==> src/rtl/accum_alu_pkg.sv <==
package accum_alu_pkg;

  // Status byte bit positions (decoded by neighbouring logic, so fixed)
  localparam int unsigned SB_CY  = 7;
  localparam int unsigned SB_AC  = 6;
  localparam int unsigned SB_OV  = 2;
  localparam int unsigned SB_PAR = 0;
  localparam int unsigned SB_W   = 8;

  typedef enum logic [2:0] {
    OP_ADD  = 3'd0,
    OP_ADDC = 3'd1,
    OP_SUBB = 3'd2,
    OP_MUL  = 3'd3,
    OP_DIV  = 3'd4
  } alu_op_e;

  typedef struct packed {
    logic cy;
    logic ac;
    logic ov;
  } arith_flags_t;

endpackage

==> src/rtl/accum_addsub.sv <==
// Adder/subtracter split at the nibble boundary so the half carry is a
// real carry of the chain rather than a separate adder.
module accum_addsub #(
  parameter int unsigned DW = 8
) (
  input  logic [DW-1:0] a_i,
  input  logic [DW-1:0] s_i,
  input  logic          sub_i,
  input  logic          use_cy_i,
  input  logic          cy_i,
  output logic [DW-1:0] res_o,
  output logic          cy_o,
  output logic          ac_o,
  output logic          ov_o
);

  localparam int unsigned NW = DW / 2;
  localparam int unsigned HW = DW - NW;

  logic [DW-1:0] opnd;
  logic          cin;
  logic [NW:0]   lo_sum;
  logic [HW:0]   hi_sum;
  logic          msb_cin;

  always_comb begin
    // Subtract as a + ~s + ~borrow; carries then invert into borrows.
    opnd    = sub_i ? ~s_i : s_i;
    cin     = (use_cy_i & cy_i) ^ sub_i;
    lo_sum  = {1'b0, a_i[NW-1:0]} + {1'b0, opnd[NW-1:0]} + {{NW{1'b0}}, cin};
    hi_sum  = {1'b0, a_i[DW-1:NW]} + {1'b0, opnd[DW-1:NW]} + {{HW{1'b0}}, lo_sum[NW]};
    res_o   = {hi_sum[HW-1:0], lo_sum[NW-1:0]};
    msb_cin = a_i[DW-1] ^ opnd[DW-1] ^ res_o[DW-1];
    cy_o    = hi_sum[HW] ^ sub_i;
    ac_o    = lo_sum[NW] ^ sub_i;
    ov_o    = msb_cin ^ hi_sum[HW];
  end

endmodule

==> src/rtl/accum_mul.sv <==
module accum_mul #(
  parameter int unsigned DW = 8
) (
  input  logic [DW-1:0] a_i,
  input  logic [DW-1:0] b_i,
  output logic [DW-1:0] lo_o,
  output logic [DW-1:0] hi_o,
  output logic          big_o
);

  localparam int unsigned PW = 2 * DW;

  logic [PW-1:0] prod;

  always_comb begin
    prod  = {{DW{1'b0}}, a_i} * {{DW{1'b0}}, b_i};
    lo_o  = prod[DW-1:0];
    hi_o  = prod[PW-1:DW];
    big_o = |prod[PW-1:DW];
  end

endmodule

==> src/rtl/accum_div.sv <==
// Single-cycle restoring divider: one compare/subtract stage per
// dividend bit, most significant bit first.
module accum_div #(
  parameter int unsigned DW = 8
) (
  input  logic [DW-1:0] a_i,
  input  logic [DW-1:0] d_i,
  output logic [DW-1:0] q_o,
  output logic [DW-1:0] r_o,
  output logic          dz_o
);

  logic [DW-1:0] rem_w [0:DW];

  assign rem_w[0] = '0;

  for (genvar k = 0; k < DW; k++) begin : g_stage
    logic [DW:0]   shf;
    logic [DW-1:0] dif;
    logic          take;

    always_comb begin
      shf  = {rem_w[k], a_i[DW-1-k]};
      take = (shf >= {1'b0, d_i});
      dif  = shf[DW-1:0] - d_i;
    end

    assign q_o[DW-1-k] = take;
    assign rem_w[k+1]  = take ? dif : shf[DW-1:0];
  end

  assign r_o  = rem_w[DW];
  assign dz_o = (d_i == '0);

endmodule

==> src/rtl/accum_psw_reg.sv <==
module accum_psw_reg
  import accum_alu_pkg::*;
(
  input  logic         clk,
  input  logic         rst_n,
  input  logic         wr_en_i,
  input  logic [7:1]   wr_data_i,
  input  logic         upd_en_i,
  input  arith_flags_t upd_flags_i,
  input  logic         par_i,
  output logic [SB_W-1:0] psw_o
);

  logic [SB_W-1:0] psw_q;
  logic [SB_W-1:0] psw_nxt;
  logic            flag_en;

  always_comb begin
    flag_en = wr_en_i | upd_en_i;
    psw_nxt = psw_q;
    if (wr_en_i) begin
      psw_nxt[7:1] = wr_data_i;
    end else if (upd_en_i) begin
      psw_nxt[SB_CY] = upd_flags_i.cy;
      psw_nxt[SB_AC] = upd_flags_i.ac;
      psw_nxt[SB_OV] = upd_flags_i.ov;
    end
    psw_nxt[SB_PAR] = par_i;
  end

  always_ff @(posedge clk or negedge rst_n) begin
    if (!rst_n) begin
      psw_q <= '0;
    end else begin
      if (flag_en) begin
        psw_q[7:1] <= psw_nxt[7:1];
      end
      psw_q[SB_PAR] <= psw_nxt[SB_PAR];
    end
  end

  assign psw_o = psw_q;

endmodule

==> src/rtl/accum_alu.sv <==
module accum_alu
  import accum_alu_pkg::*;
#(
  parameter int unsigned DW = 8
) (
  input  logic          clk,
  input  logic          rst_n,
  input  logic          op_valid_i,
  input  logic [2:0]    op_i,
  input  logic [DW-1:0] acc_i,
  input  logic [DW-1:0] b_i,
  input  logic [DW-1:0] src_i,
  input  logic          psw_wr_i,
  input  logic [7:1]    psw_wdata_i,
  output logic [DW-1:0] acc_o,
  output logic [DW-1:0] b_o,
  output logic [7:0]    psw_o
);

  logic [SB_W-1:0] psw_q;
  logic            is_sub, is_addc, is_add, is_mul, is_div, arith;
  logic [DW-1:0]   as_res, mul_lo, mul_hi, div_q, div_r;
  logic            as_cy, as_ac, as_ov, mul_big, div_dz;
  arith_flags_t    flags;
  logic            par;

  always_comb begin
    is_add  = (op_i == OP_ADD) || (op_i == OP_ADDC);
    is_addc = (op_i == OP_ADDC);
    is_sub  = (op_i == OP_SUBB);
    is_mul  = (op_i == OP_MUL);
    is_div  = (op_i == OP_DIV);
    arith   = op_valid_i & (is_add | is_sub | is_mul | is_div);
  end

  accum_addsub #(.DW(DW)) u_addsub (
    .a_i      (acc_i),
    .s_i      (src_i),
    .sub_i    (is_sub),
    .use_cy_i (is_addc | is_sub),
    .cy_i     (psw_q[SB_CY]),
    .res_o    (as_res),
    .cy_o     (as_cy),
    .ac_o     (as_ac),
    .ov_o     (as_ov)
  );

  accum_mul #(.DW(DW)) u_mul (
    .a_i   (acc_i),
    .b_i   (b_i),
    .lo_o  (mul_lo),
    .hi_o  (mul_hi),
    .big_o (mul_big)
  );

  accum_div #(.DW(DW)) u_div (
    .a_i  (acc_i),
    .d_i  (b_i),
    .q_o  (div_q),
    .r_o  (div_r),
    .dz_o (div_dz)
  );

  // Result select; unused codes and idle cycles pass operands through.
  always_comb begin
    acc_o = acc_i;
    b_o   = b_i;
    flags = '0;
    if (op_valid_i) begin
      if (is_add || is_sub) begin
        acc_o    = as_res;
        flags.cy = as_cy;
        flags.ac = as_ac;
        flags.ov = as_ov;
      end else if (is_mul) begin
        acc_o    = mul_lo;
        b_o      = mul_hi;
        flags.ov = mul_big;
      end else if (is_div) begin
        if (div_dz) begin
          flags.ov = 1'b1;
        end else begin
          acc_o = div_q;
          b_o   = div_r;
        end
      end
    end
    par = ^acc_o;
  end

  accum_psw_reg u_psw (
    .clk         (clk),
    .rst_n       (rst_n),
    .wr_en_i     (psw_wr_i),
    .wr_data_i   (psw_wdata_i),
    .upd_en_i    (arith),
    .upd_flags_i (flags),
    .par_i       (par),
    .psw_o       (psw_q)
  );

  assign psw_o = psw_q;

endmodule

==> config.mk <==
export PLATFORM = sky130hd
export DESIGN_NAME = accum_alu
export DESIGN_NICKNAME = d
export VERILOG_FILES = /design/src/rtl/accum_alu_pkg.sv /design/src/rtl/accum_addsub.sv /design/src/rtl/accum_mul.sv /design/src/rtl/accum_div.sv /design/src/rtl/accum_psw_reg.sv /design/src/rtl/accum_alu.sv
export SDC_FILE = /design/constraint.sdc
export NUM_CORES = 1
export LEC_CHECK = 0
export ABC_CLOCK_PERIOD_IN_PS = 44400
export BUFFER_PORTS_ARGS = -buffer_cell sky130_fd_sc_hd__buf_2
export CORE_MARGIN = 2
export CORE_UTILIZATION = 60
export CTS_BUF_LIST = sky130_fd_sc_hd__clkbuf_8
export CTS_CLUSTER_SIZE = 12
export DETAILED_ROUTE_END_ITERATION = 8
export GPL_TIMING_DRIVEN = 0
export PLACE_DENSITY = 0.92
export SKIP_LAST_GASP = 1
export SYNTH_ARGS = -nofsm -noshare
export SYNTH_HDL_FRONTEND = slang
export SYNTH_SLANG_ARGS = --single-unit
==> constraint.sdc <==
create_clock -name clk -period 44.4 [get_ports clk]
set_clock_uncertainty 0.1 [all_clocks]
set_input_delay 6.66 -clock clk [delete_from_list [all_inputs] [get_ports clk]]
set_output_delay 6.66 -clock clk [all_outputs]
set_load 0.02 [all_outputs]
==> metrics.yaml <==
status: "completed"
die_w_um: 109
clk_latency_ns: 0.23
synth_flop_cell: "dfrtp_1"
holdPathStages: 1
maxCapViolations: 0
place_area_mm2: 0.00703
synthXorXnorAreaFrac_pct: 8.07
largest_reg_flops: 8
required_ns: 37.64
leakage_nw: 3.59
syn-num-nets: 1021
placed_cells: 1023
synth-compound-area-share_pct: 21.5
antenna_found_initial: 0
synthTopCellsByCount: "108 x ha_1, 92 x inv_1, 80 x nand2_1, 75 x nor2_1, 47 x fa_1"
worstHoldPathType: "flip-flop to flip-flop"
finalCritPeriodShare_pct: 71.7
hold_viol_final: 0
gp_congestion: 0.952
wl_per_cell_um: 17.5
die-area_mm2: 0.0118
cts.sinks: 8
layout-drive-gt1-share_pct: 13.1
cts_buffers: 3
p_per_area_mw_per_mm2: 42.5
path_common_cell: "ha_1"
setup_viol: 0
synth-seq-cells: 8
grt_usage_pct: 31.5
netlist_instances: 828
start_util_pct: 61.2
synthDominantAreaCellType: "ha_1"
place_hpwl_mm: 14.6
final_area_mm2: 0.00707
ys_types: 85
rsz0062_at_grt: "false"
path_clk_slew_ns: 0.04
endpoint_kind: "output port"
yosysWarningCount: 0
nNetsFinal: 1081
path_max_fanout: 14
first_pass_iters: 6
cp_num_buf_inv: 9
r2r_cells: 21
design.core.area_mm2: 0.0107
drt-initial-drc-count: 382
clockRootBuffer: "clkbuf_8"
ys_top_cells_by_area: "ha_1 21%, fa_1 14%, inv_1 5.3%"
cts_tree: "yes"
syn_area_mm2: 0.00658
relSlewSlack_pct: 37.1
final_cell_count_no_fill: 1026
max_slew.worst_pin.slew_ns: 0.938
start_kind: "input pin"
async_flop_share_pct: 100
cp.arrival_ns: 25.05
antenna_cells: 0
grt_max_degree: 21
grt_pass1_wl_mm: 29.9
synth_top_family_by_area: "adder cells"
layout_min_cycle_time_ns: 31.81
cts_hold_repair.buffers: 0
boundaryPins: 62
slew_violations: 0
synth_simple_gate_area_share_pct: 18.6
post-cts-setup-buffer-count: 0
rows: 38
cts_resized: 0
synth_edf_count: 0
crit_family: "compound AO/OA/AOI/OAI gates"
grt_pass1_vias: 6510
worst-path-stages: 75
crit_type: "input pin to output port"
antenna_left: 0
synth_mux_area_share_pct: 6.83
portBuffers: 55
avgSynthCellArea_um2: 7.94
clockBufferDepth: 2
vdd.ir_drop.worst_mv: 0.0545
overflow: 0
vias_per_cell: 6.24
syn_to_final_growth_pct: 7.48
yosysTopAreaCellShare_pct: 20.5
cts_max_level: 1
clock.fmax_mhz: 31.4
ys_seq_area_share_pct: 3.04
routed-via-count: 6403
routed_wl_mm: 18.0
tns_ns: 0
slowest_delay_ns: 0.75
synthAdderAreaFrac_pct: 34.9
drc_errors: 0
fill_cells: 890
fp.dieH_um: 109
cp_slowest_cell: "a211oi_1"
yosysMostFrequentCell: "ha_1"
cells by family (layout without fill, tap and decap cells):
kind of cell | after synthesis | in the layout
AOI/OAI and AO/OA | 196 | 196
xor gates and xnor gates | 59 | 59
adders and majority gates | 155 | 155
buffers and inverters | 117 | 175
DFF | 8 | 8
muxes | 40 | 40
and+or+nand+nor | 253 | 253
power breakdown:
group | internal (mW) | switching (mW) | leakage (nW) | total (mW)
combinational | 0.122 | 0.160 | 3.48 | 0.282
sequential | 0.00864 | 0.000655 | 0.0944 | 0.00929
clock | 0.00588 | 0.00293 | 0.0216 | 0.00881
total | 0.136 | 0.164 | 3.59 | 0.300
per-layer routing:
metal  wire (um)  vias to the layer above  track usage, %
met3        1180                       68            2.87
met1        7280                     2994            39.0
met4         953                        0            15.1
li1            -                     3050               -
met5           0                        -               0
met2        8580                      291            55.1
final timing paths:
path,to,start,slack [ns]
min in group asynchronous,u_psw.psw_o[6],rst_n,6.16
max in group asynchronous,u_psw.psw_o[5],rst_n,37.88
min reg2reg,u_psw.psw_o[1],u_psw.psw_o[1],0.41
min,u_psw.psw_o[1],u_psw.psw_o[1],0.41
max,b_o[0],b_i[1],12.59
max reg2reg,u_psw.psw_o[0],u_psw.psw_o[7],39.36
placed cells by master, fill, tap and decap left out, types with 13 or more instances in the layout:
cell and count:
mux2i_1 15, nor2_1 75, buf_2 61, a21o_1 22, mux2_2 22, ha_1 108, nand2_1 80, xor2_1 19
fa_1 47, nor2b_1 20, inv_1 92, o21ai_0 35, xnor2_1 39, a21oi_1 40, nor3_1 13
area by class of cell:
class | count | area (um2) | share of cell area (%)
sequential | 8 | 200 | 2.83
inverter | 95 | 357 | 5.05
buffer | 22 | 113 | 1.59
clock buffer | 3 | 41.3 | 0.584
tap | 140 | 175 | 2.48
timing repair buffer | 55 | 275 | 3.89
multi-input combinational | 703 | 5910 | 83.6
stage by stage:
stage	hold slack [ns]	power [mW]	worst slack [ns]	util [%]
after detailed placement	0.397	0.284	13.04	65.4
after global routing	0.428	0.329	10.93	65.8
after floorplan	0.536	0.229	16.27	-
final	0.412	0.300	12.59	65.8
after global placement	0.386	0.276	13.49	65.4
after CTS	0.415	0.295	12.90	65.8
No activity file was read; power rests on OpenSTA's default activity.
